### src/rtl/cev_pkg.sv
package cev_pkg;
  localparam int SRC_W    = 4;
  localparam int NUM_SRC  = 1 << SRC_W;
  localparam int BASE_MAX = 9;
  localparam int SRC_LSB  = 2;
  localparam int INTD_BIT = 0;

  typedef logic [SRC_W-1:0] src_t;

  // Whether a source code counts at all for the chosen variant
  function automatic logic src_counts(input src_t s, input bit ext);
    return (s != '0) && (ext || (int'(s) <= BASE_MAX));
  endfunction
endpackage

### src/rtl/cev_evt_select.sv
module cev_evt_select #(
  parameter bit EXT_EVENTS = 1'b1
) (
  input  cev_pkg::src_t                 src,
  input  logic [cev_pkg::NUM_SRC-1:0]   strobes,
  output logic                          hit
);
  logic code_live;

  assign code_live = cev_pkg::src_counts(src, EXT_EVENTS);
  assign hit       = code_live && strobes[src];
endmodule

### src/rtl/cev_sat_counter.sv
module cev_sat_counter #(
  parameter int CNT_W = 32
) (
  input  logic             clk,
  input  logic             rst_n,
  input  logic             count_en,
  input  logic             wr_en,
  input  logic [CNT_W-1:0] wr_data,
  output logic [CNT_W-1:0] cnt_q
);
  localparam logic [CNT_W-1:0] ALL_ONES = '1;

  function automatic logic [CNT_W-1:0] sat_inc(input logic [CNT_W-1:0] v);
    return (v == ALL_ONES) ? v : v + 1'b1;
  endfunction

  always_ff @(posedge clk or negedge rst_n) begin
    if (!rst_n)        cnt_q <= '0;
    else if (wr_en)    cnt_q <= wr_data;
    else if (count_en) cnt_q <= sat_inc(cnt_q);
  end


  no_wrap_chk: assert property (@(posedge clk) disable iff (!rst_n)
    (cnt_q == ALL_ONES && !wr_en) |=> (cnt_q == ALL_ONES));


  hold_chk: assert property (@(posedge clk) disable iff (!rst_n)
    (!count_en && !wr_en) |=> $stable(cnt_q));


  step_chk: assert property (@(posedge clk) disable iff (!rst_n)
    (count_en && !wr_en && cnt_q != ALL_ONES) |=> (cnt_q == $past(cnt_q) + 1'b1));


  wr_prio_chk: assert property (@(posedge clk) disable iff (!rst_n)
    wr_en |=> (cnt_q == $past(wr_data)));
endmodule

### src/rtl/cache_evt_counter_unit.sv
module cache_evt_counter_unit #(
  parameter int NUM_CTR    = 2,
  parameter int CNT_W      = 32,
  parameter int ADDR_W     = 8,
  parameter bit EXT_EVENTS = 1'b1
) (
  input  logic                         clk,
  input  logic                         rst_n,
  input  logic                         reg_wr,
  input  logic [ADDR_W-1:0]            reg_addr,
  input  logic [CNT_W-1:0]             reg_wdata,
  output logic [CNT_W-1:0]             reg_rdata,
  input  logic [cev_pkg::NUM_SRC-1:0]  evt_strobe
);
  localparam int CTRL_OFS = 0;
  localparam int CFG_BASE = 4;
  localparam int VAL_BASE = CFG_BASE + 4 * NUM_CTR;

  logic                 ctrl_en_q;
  logic                 ctrl_sel;
  logic [NUM_CTR-1:0]   cfg_sel;
  logic [NUM_CTR-1:0]   val_sel;
  logic [NUM_CTR-1:0]   hit;
  logic                 mapped;
  cev_pkg::src_t        cfg_src_q  [NUM_CTR];
  logic                 cfg_intd_q [NUM_CTR];
  logic [CNT_W-1:0]     cnt        [NUM_CTR];

  assign ctrl_sel = (reg_addr == ADDR_W'(CTRL_OFS));
  assign mapped   = ctrl_sel || (|cfg_sel) || (|val_sel);

  always_ff @(posedge clk or negedge rst_n) begin
    if (!rst_n)                  ctrl_en_q <= 1'b0;
    else if (reg_wr && ctrl_sel) ctrl_en_q <= reg_wdata[0];
  end

  for (genvar i = 0; i < NUM_CTR; i++) begin : g_ctr
    // descending layout: highest counter at lowest offset
    localparam int SLOT = NUM_CTR - 1 - i;
    localparam logic [ADDR_W-1:0] CFG_A = ADDR_W'(CFG_BASE + 4 * SLOT);
    localparam logic [ADDR_W-1:0] VAL_A = ADDR_W'(VAL_BASE + 4 * SLOT);

    assign cfg_sel[i] = (reg_addr == CFG_A);
    assign val_sel[i] = (reg_addr == VAL_A);

    always_ff @(posedge clk or negedge rst_n) begin
      if (!rst_n) begin
        cfg_src_q[i]  <= '0;
        cfg_intd_q[i] <= 1'b0;
      end else if (reg_wr && cfg_sel[i]) begin
        cfg_src_q[i]  <= reg_wdata[cev_pkg::SRC_LSB +: cev_pkg::SRC_W];
        cfg_intd_q[i] <= reg_wdata[cev_pkg::INTD_BIT];
      end
    end

    cev_evt_select #(.EXT_EVENTS(EXT_EVENTS)) u_sel (
      .src     (cfg_src_q[i]),
      .strobes (evt_strobe),
      .hit     (hit[i])
    );

    cev_sat_counter #(.CNT_W(CNT_W)) u_cnt (
      .clk      (clk),
      .rst_n    (rst_n),
      .count_en (ctrl_en_q && hit[i]),
      .wr_en    (reg_wr && val_sel[i]),
      .wr_data  (reg_wdata),
      .cnt_q    (cnt[i])
    );
  end

  always_comb begin
    reg_rdata = '0;
    if (ctrl_sel) reg_rdata[0] = ctrl_en_q;
    for (int k = 0; k < NUM_CTR; k++) begin
      if (cfg_sel[k]) begin
        reg_rdata[cev_pkg::SRC_LSB +: cev_pkg::SRC_W] = cfg_src_q[k];
        reg_rdata[cev_pkg::INTD_BIT]                  = cfg_intd_q[k];
      end
      if (val_sel[k]) reg_rdata = cnt[k];
    end
  end


  unmapped_wr_chk: assert property (@(posedge clk) disable iff (!rst_n)
    (reg_wr && !mapped) |=> $stable(ctrl_en_q));
endmodule

### config.mk
export PLATFORM = sky130hd
export DESIGN_NAME = cache_evt_counter_unit
export DESIGN_NICKNAME = d
export VERILOG_FILES = /design/src/rtl/cev_pkg.sv /design/src/rtl/cev_evt_select.sv /design/src/rtl/cev_sat_counter.sv /design/src/rtl/cache_evt_counter_unit.sv
export SDC_FILE = /design/constraint.sdc
export NUM_CORES = 1
export LEC_CHECK = 0
export ABC_CLOCK_PERIOD_IN_PS = 2600
export BUFFER_PORTS_ARGS = -buffer_cell sky130_fd_sc_hd__buf_4
export CORE_MARGIN = 10
export CORE_UTILIZATION = 51
export CTS_CLUSTER_DIAMETER = 50
export DETAILED_ROUTE_END_ITERATION = 8
export HOLD_SLACK_MARGIN = 0.06
export MAX_ROUTING_LAYER = met4
export PLACE_DENSITY = 0.87
export SYNTH_ARGS = -nofsm -noshare
export SYNTH_HDL_FRONTEND = slang
export SYNTH_SLANG_ARGS = --single-unit
### constraint.sdc
create_clock -name clk -period 2.6 [get_ports clk]
set_input_delay 0.52 -clock clk [delete_from_list [all_inputs] [get_ports clk]]
set_output_delay 0.52 -clock clk [all_outputs]
set_load 0.005 [all_outputs]
Word level (Yosys, flattened, before mapping)
Cells that the tools add are included.
Widths: inputs -> output; s select.
{ "totals": {"register_bits": 75, "input_bits": 59} }
{ "classes": {"n_addsub": 2, "n_lt_le_gt_ge": 2, "n_eq_ne": 8, "muxes": 17, "reduce_logical": 16} }
{ "op_table": {"columns": ["op", "count"], "rows": [
  ["$mux 32", 8],
  ["$add 32x1->32 const B", 2],
  ["$eq 32x32->1 const B", 2],
  ["$eq 8x4->1 const B", 2],
  ["$lt 4x5->1 const B", 2],
  ["$logic_and 1x1->1", 9],
  ["$bmux 1 s4", 2],
  ["$eq 8x3->1 const B", 1],
  ["$eq 8x5->1 const B", 1],
  ["$logic_not 8->1", 1],
  ["$mux 4", 2],
  ["$reduce_bool 4->1", 2],
  ["$mux 1", 5],
  ["$ne 2x1->1 const B", 2],
  ["$reduce_and 2->1", 2],
  ["$reduce_bool 2->1", 2]
]} }

Logic depth before layout (Yosys ltp)
Gate-level depths: netlist (run 1).
{ "logic_depth": {"depth_word": 6, "depth_mapped": 9, "mapped_depth_nobuf": 7} }

Modules after synthesis
From an unflattened synthesis (run 1), not the netlist that was laid out.
{ "unflattened": {"cells_unflattened": 613, "area_unflattened_um2": 5497.8} }
{ "by_module_without_submodules": {"columns": ["mod", "instances", "cells_per_inst", "area_per_inst_um2"], "rows": [
  ["cev_sat_counter", 2, 227, 2030.7],
  ["cache_evt_counter_unit", 1, 137, 1146.1],
  ["cev_evt_select", 2, 11, 145.1]
]} }

Worst setup path before layout (run 1)
OpenSTA, ideal clock, no wires.
{ "synth_path": {"path_kind": "input to output", "start": "input reg_addr[0]", "end": "output reg_rdata[13]", "arrival_time_ns": 2.058, "t_required_ns": 2.080, "slack_ns": 0.022, "cell_stages": 7, "cell_sequence": "or4_1 nor3_2 and3b_1 buf_2 buf_2 buf_2 a22o_1"} }
{ "synth_via": {"elab_chain_len": 3, "word_cells_on_any_way": 4} }
{ "synth_rtl": {"columns": ["element", "line", "rtl"], "rows": [
  ["start, declared", "cache_evt_counter_unit.sv:10", "input logic [ADDR_W-1:0] reg_addr,"],
  ["$eq 8x5->1", "cache_evt_counter_unit.sv:44", "assign val_sel[i] = (reg_addr == VAL_A);"],
  ["$mux 32", "cache_evt_counter_unit.sv:80", "if (val_sel[k]) reg_rdata = cnt[k];"],
  ["$mux 32 (*)", "cache_evt_counter_unit.sv:80", null],
  ["end, declared", "cache_evt_counter_unit.sv:12", "output logic [CNT_W-1:0] reg_rdata,"]
]} }
Mark *: on every way between the ends. The rest lies on a longest branch, timed or not.

Worst setup path in the final report (run 1)
{ "layout_path": {"start": "input reg_addr[0]", "end": "output reg_rdata[7]"} }
The elaborated chain is that of the path after synthesis.

==> impl_results.md, run 1 <==
- Clk buf depth: 2
- GR Overflow Total: 0
- Crit-path cells: buf_6 -> or4_4 -> nor3_4 -> and3b_2 -> buf_12 -> a22o_1 -> buf_4
- Fmax: 0.382 GHz
- CTS tree: yes
- Post-synth EDFFs: 0
- Min Tclk post-route: 2620 ps
- Largest net degree at the start of global routing: 76
- Dpl cells: 783
- Commonest non-fill, non-tap cell in the layout: buf_4
- Synth area leader: dfrtp_1
- Final setup fails: 6
- Post-DR vias/cell: 6.58
- Final Worst Setup Slack: -20.4 ps
- Die Y: 119 microns
- Vias in the first global route: 5358
- CP Buf/Inv Count: 3
- Critical Path Max Stage Delay: 560 ps
- Max FO, Critical Path: 19
- Post-synth top area share: 37.2%
- Clk sink count: 75
- Max Slew Vio Count: 0
- Pwr per Cell Area: 430 nW/um^2
- Pre-CTS setup slack: -141 ps
- Status: finished, violations left
- Hold Buf Count CTS: 0
- Netlist cell types: 52
- Core ar.: 9730 sq um
- Drt wl/cell: 21.0 microns
- Drt drc: 0
- VDD IR-drop max: 0.000307 V
- Routed Wire Length: 16800 microns
- Clock latency on the worst-skew pair: 360 ps
- Critical path arrival: 2100 ps
- Syn Nets: 634
- Worst slew pin tran: 971 ps
- Avg Cell Area, Syn: 8.81 sq um
- Setup crit end kind: output port
- Failing checks: setup timing
- Final HPWL DP: 11800 microns
- Critical path class: in2out
- Commonest cells after routing, fill and taps aside: 103 x buf_4, 75 x dfrtp_1, 72 x nand2_1
- Cts bufs inserted: 9
- Min-delay worst type: in2async
- Sum Neg Setup Slack: -50.2 ps
- Ys Warns: 0
- Gate Count Post-Synth: 573
- Max Cap Viol: 0
- Initial Utilization: 51.9%
- GP Congestion: 0.976
- Pre-Repair DR Iteration Count: 7
- Row count: 36
- Fin area: 6360 sq um
- Critical path's top delay family: simple AND/OR/NAND/NOR gates
- N_diodes: 0
- Vias after detailed routing: 5263
- Seq/Total Area, Yosys: 37.2%
- Wire length of the first global-routing pass: 27300 microns
- Root Driver: clkbuf_8
- Final worst-path cycle share: 101%
- Layout Skew: 9.96 ps
- RSZ-0062 raised after global routing: yes
- Top-Level Pins: 91
- Clock transition at path regs: 80 ps
- Layout cells sized above 1: 24.1%
- Synth Register Bits: 75
- Slowest CP cell: or4_4
- Synth area leaders: dfrtp_1 37%, xor2_1 8.2%, nand2_1 5.4%, a22o_1 4.5%, o21ai_0 4.2%
- CP required: 2080 ps
- Die X: 119 microns
- Power Total: 2.74 mW
- Slew headroom: 35.3%
- Final hold violation count: 0
- Post-synth top flop: dfrtp_1
- Leak: 2.77 nW
- Fill cells: 759
- Routed Antenna Nets: 0
- Die Footprint: 14300 sq um
- Syn-to-layout area delta: 25.9%
- Nets@finish: 725
- GRT Overall Usage: 23.6%
- Input/output buffers: 89
- Cell Count, Final, Fillers Out: 800
- Mapped cell area: 5050 sq um
- Async SR Flop Fraction: 100%
- CTS H-Tree Depth: 3
- Worst setup SP type: primary input
- Dpl cell area: 6000 sq um
- Initial antenna violation count: 0
- DRT iter0 DRCs: 791
==> where the power goes <==
part           internal (mW)  switching, mW  total [mW]  leakage [nW]
registers               1.24          0.118        1.36          1.02
clock network          0.657          0.447        1.10         0.119
logic                  0.144          0.129       0.273          1.63
total                   2.04          0.694        2.74          2.77
==> metrics by stage <==
stage,util [%],hold WS (ps)
after floorplan,-,224
final,65.3,312
after global routing,65.3,380
after CTS,64.9,345
after detailed placement,61.7,504
after global placement,61.7,496
==> layout make-up <==
cell class | count | area (sq um) | area share, %
multi-input combinational | 455 | 3010 | 47.4
sequential | 75 | 1880 | 29.5
timing repair buffer | 117 | 1040 | 16.4
tap | 133 | 166 | 2.62
clock buffer | 10 | 138 | 2.17
clock inverter | 4 | 98.8 | 1.56
inverter | 6 | 22.5 | 0.354
==> worst paths after layout <==
check | startpoint | end | slack (ps) | cells after the start
max | reg_addr[0] | reg_rdata[7] | -20 | 7
min | rst_n | g_ctr[1].u_cnt.cnt_q[28] | 310 | 1
max reg2reg | g_ctr[0].u_cnt.cnt_q[0] | g_ctr[0].u_cnt.cnt_q[15] | 70 | 8
min reg2reg | cfg_intd_q[1] | cfg_intd_q[1] | 520 | 1
max in group asynchronous | rst_n | g_ctr[0].u_cnt.cnt_q[11] | 1660 | 1
min in group clk | reg_wdata[27] | g_ctr[1].u_cnt.cnt_q[27] | 370 | 3
==> registers in the layout, summed over array words and instances, names as in the netlist <==
| signal | flops |
|---|---|
| cfg_src_q | 8 |
| cfg_intd_q | 2 |
| ctrl_en_q | 1 |
| g_ctr.u_cnt.cnt_q | 64 |
==> synthesized netlist by cell type (8+ instances only) <==
| cell | number |
|---|---|
| a22o_1 | 26 |
| a21oi_1 | 19 |
| nand2_1 | 72 |
| o2111ai_1 | 12 |
| and2_1 | 8 |
| and3_1 | 23 |
| nor2_1 | 38 |
| o21ai_1 | 12 |
| nand4_1 | 27 |
| or3_1 | 10 |
| xor2_1 | 47 |
| dfrtp_1 | 75 |
| and4_1 | 10 |
| o21ai_0 | 42 |
| buf_2 | 13 |
| a31oi_1 | 11 |
| mux2_2 | 16 |
| nand3_1 | 20 |
| clkbuf_1 | 16 |
==> layer usage <==
layer / GRT usage [%] / vias to the layer above / part of all wire [%]
met2: 37.4 / 382 / 48
met3: 4.36 / 78 / 10
met1: 28.5 / 2487 / 37
li1: - / 2316 / -
met5: - / - / 0
met4: 11.4 / 0 / 3.9
==> timing repair <==
action                                  in CTS  in global routing
resized for setup                           13                  7
setup buffers                                1                  0
endpoints found under the setup margin      31                 31
pin swaps                                    3                 12
cloned                                       1                  1
==> cells by family (layout without fill, tap and decap cells) <==
group           after synthesis  in the layout  share of synthesized area [%]
mux                          26             26                           6.32
buf+inv                      43            137                           3.99
flops                        75             75                           37.2
fa+ha+maj                     2              2                          0.496
xor+xnor                     50             50                           8.67
simple gates                232            232                           24.0
compound gates              145            145                           19.3
Power figures use the tool's default switching activity.
==> run 2: changes to the inputs <==
--- a/config.mk
+++ b/config.mk
@@ -6,10 +6,10 @@
 export NUM_CORES = 1
 export LEC_CHECK = 0
 export ABC_CLOCK_PERIOD_IN_PS = 2600
-export BUFFER_PORTS_ARGS = -buffer_cell sky130_fd_sc_hd__buf_4
+export BUFFER_PORTS_ARGS = -buffer_cell sky130_fd_sc_hd__buf_2
 export CORE_MARGIN = 10
 export CORE_UTILIZATION = 51
-export CTS_CLUSTER_DIAMETER = 50
+export CTS_CLUSTER_DIAMETER = 150
 export DETAILED_ROUTE_END_ITERATION = 8
 export HOLD_SLACK_MARGIN = 0.06
 export MAX_ROUTING_LAYER = met4
==> run 2 against run 1 <==
Compared with the run above:
- the run still ends with setup timing left
- register-to-register slack better by 40 ps
- clock power is 23% lower
- critical path depth grew 1
- first-iteration DRC count down 7.6%
- count of clock-buffer cells in the layout increased by 1
- power shrank 10%
- global-route usage down 0.86 points
- setup slack got worse by 40 ps
- via count rose by 0.59%
- critical endpoint is now reg_rdata[3]
- largest cell class unchanged
==> impl_results.md, run 2 (synthesis gave the netlist of run 1 again) <==
- Status: finished, violations left
- Failing checks: setup timing
- CTS tree: yes
- GRT Overall Usage: 22.8% (-0.86 points)
- Critical path's top delay family: simple AND/OR/NAND/NOR gates
- Layout cells sized above 1: 25.4% (+1.3 points)
- Slew headroom: 49.7% (+14 points)
- Max FO, Critical Path: 10 (-9)
- Critical path class: in2out
- Final setup fails: 15 (+9)
- Min Tclk post-route: 2660 ps (+39.6 ps)
- Crit-path cells: buf_6 -> or4_4 -> nor3_4 -> and3b_2 -> buf_12 -> a222oi_1 -> a21oi_1 -> buf_2
- Vias after detailed routing: 5294 (+0.59%)
- Critical path arrival: 2140 ps (+40 ps)
- Core ar.: 9730 sq um (unchanged)
- Vias in the first global route: 5132 (-4.2%)
- Cts bufs inserted: 9 (unchanged)
- Pre-Repair DR Iteration Count: 8 (+1)
- Min-delay worst type: in2async
- Commonest non-fill, non-tap cell in the layout: buf_2
- Die X: 119 microns (unchanged)
- Pwr per Cell Area: 403 nW/um^2 (-6.5%)
- Initial Utilization: 51.9% (unchanged)
- End point of the critical path: reg_rdata[3]
- Die Y: 119 microns (unchanged)
- Fill cells: 791 (+4.2%)
- Slowest CP cell: or4_4
- Worst r2r src: g_ctr[0].u_cnt.cnt_q[0]
- DRT iter0 DRCs: 731 (-7.6%)
- Max Slew Vio Count: 0 (unchanged)
- Post-DR vias/cell: 6.57 (-0.16%)
- Hold WS: 220 ps (-91.7 ps)
- R2r endpoint: g_ctr[0].u_cnt.cnt_q[29]
- Setup crit end kind: output port
- CP Buf/Inv Count: 3 (unchanged)
- Register area: 1880 sq um (about the same)
- Max Cap Viol: 0 (unchanged)
- Clk buf depth: 2 (unchanged)
- N_diodes: 0 (unchanged)
- Die Footprint: 14300 sq um (unchanged)
- CP Depth: 8 (+1)
- Nets@finish: 729 (+0.55%)
- Final Worst Setup Slack: -60.0 ps (-39.6 ps)
- Routed Antenna Nets: 0 (unchanged)
- Largest net degree at the start of global routing: 47 (-38%)
- Hold Buf Count CTS: 0 (unchanged)
- Root Driver: clkbuf_8
- Worst slew pin tran: 755 ps (-216 ps)
- Leak: 2.70 nW (-2.5%)
- Leading registers by flop count: g_ctr.u_cnt.cnt_q: 64 flops, cfg_src_q: 8 flops, cfg_intd_q: 2 flops
- Drt drc: 0 (unchanged)
- Max reg flops: 64 (unchanged)
- Biggest register: g_ctr.u_cnt.cnt_q
- Clock transition at path regs: 90 ps (about the same)
- Top-Level Pins: 91 (unchanged)
- GP Congestion: 0.998 (+2.2%)
- Flop2flop setup slack: 110 ps (+40 ps)
- RSZ-0062 raised after global routing: yes
- Routed Wire Length: 16500 microns (-1.9%)
- Commonest cells after routing, fill and taps aside: 87 x buf_2, 74 x dfrtp_1, 71 x nand2_1
- CP startpoint: reg_addr[0]
- Clk sink count: 75 (unchanged)
- Finished Core Util: 62.6% (-2.8 points)
- Input/output buffers: 89 (unchanged)
- Clock latency on the worst-skew pair: 360 ps (about the same)
- Syn-to-layout area delta: 20.6%
- CP required: 2080 ps (about the same)
- Critical Path Max Stage Delay: 550 ps (about the same)
- Final worst-path cycle share: 102% (+1.5 points)
- Worst setup SP type: primary input
- CTS H-Tree Depth: 3 (unchanged)
- Reg2reg path depth: 8 (unchanged)
- Layout Skew: 13.4 ps (+3.45 ps)
- Drt wl/cell: 20.5 microns (-2.6%)
- Initial antenna violation count: 0 (unchanged)
- Row count: 36 (unchanged)
- VDD IR-drop max: 0.000315 V (+2.6%)
- Fmax: 0.376 GHz (-1.5%)
- GR Overflow Total: 0 (unchanged)
- Wire length of the first global-routing pass: 26200 microns (-4.0%)
- Final hold violation count: 0 (unchanged)
- Final HPWL DP: 11900 microns (+1.1%)
- Area occupied by multi-input gates: 3020 sq um (+0.21%)
## run 2: area by class of cell
class | instances | share of cell area [%]
multi-input combinational | 455 | 49.6
sequential | 75 | 30.9
inverter | 6 | 0.370
tap | 133 | 2.73
timing repair buffer | 121 | 13.5
clock inverter | 5 | 0.637
clock buffer | 11 | 2.32
## run 2: how the worst min path moves through the flow
| stage | depth (start not counted) | slack (ps) | end | start |
|---|---|---|---|---|
| floorplan | 0 | 220 | cfg_intd_q[0] | rst_n |
| global placement | 1 | 490 | cfg_intd_q[0] | cfg_intd_q[0] |
| detailed placement | 1 | 510 | cfg_intd_q[0] | cfg_intd_q[0] |
| CTS | 1 | 250 | g_ctr[1].u_cnt.cnt_q[22] | rst_n |
| global route | 1 | 260 | g_ctr[1].u_cnt.cnt_q[22] | rst_n |
| finish | 1 | 220 | g_ctr[1].u_cnt.cnt_q[22] | rst_n |
## run 2: layer usage
metal	share of wire, %	GRT usage [%]	up-vias
li1	-	-	2330
met1	39	29.1	2539
met2	48	35.2	366
met3	9.1	3.19	59
met4	3.5	10.5	0
met5	0	-	-
## run 2: through the flow
step                power (mW)  instances  cell area [sq um]  setup slack (ps)  setup TNS (ps)
floorplan                 1.46        573               5050              21.9               0
global placement          1.59        788               5820             -39.4            -317
detailed placement        1.61        788               5820              -131           -1120
CTS                       2.43        804               6010             -48.5            -411
global route              2.54        806               6090              -108           -1380
finish                    2.45        806               6090             -60.0            -419
## run 2: timing repair
| action | CTS | global route |
|---|---|---|
| setup endpoints to repair | 26 | 41 |
| gates cloned | 0 | 1 |
| setup buffers | 0 | 1 |
| pin swaps | 3 | 2 |
| gates resized for setup | 6 | 13 |
## run 2: report_power, final
group / switching, mW / total [mW] / leakage (nW) / internal, mW
clock network: 0.470 / 0.844 / 0.0778 / 0.374
registers: 0.116 / 1.36 / 1.02 / 1.24
logic: 0.128 / 0.250 / 1.60 / 0.122
total: 0.713 / 2.45 / 2.70 / 1.74
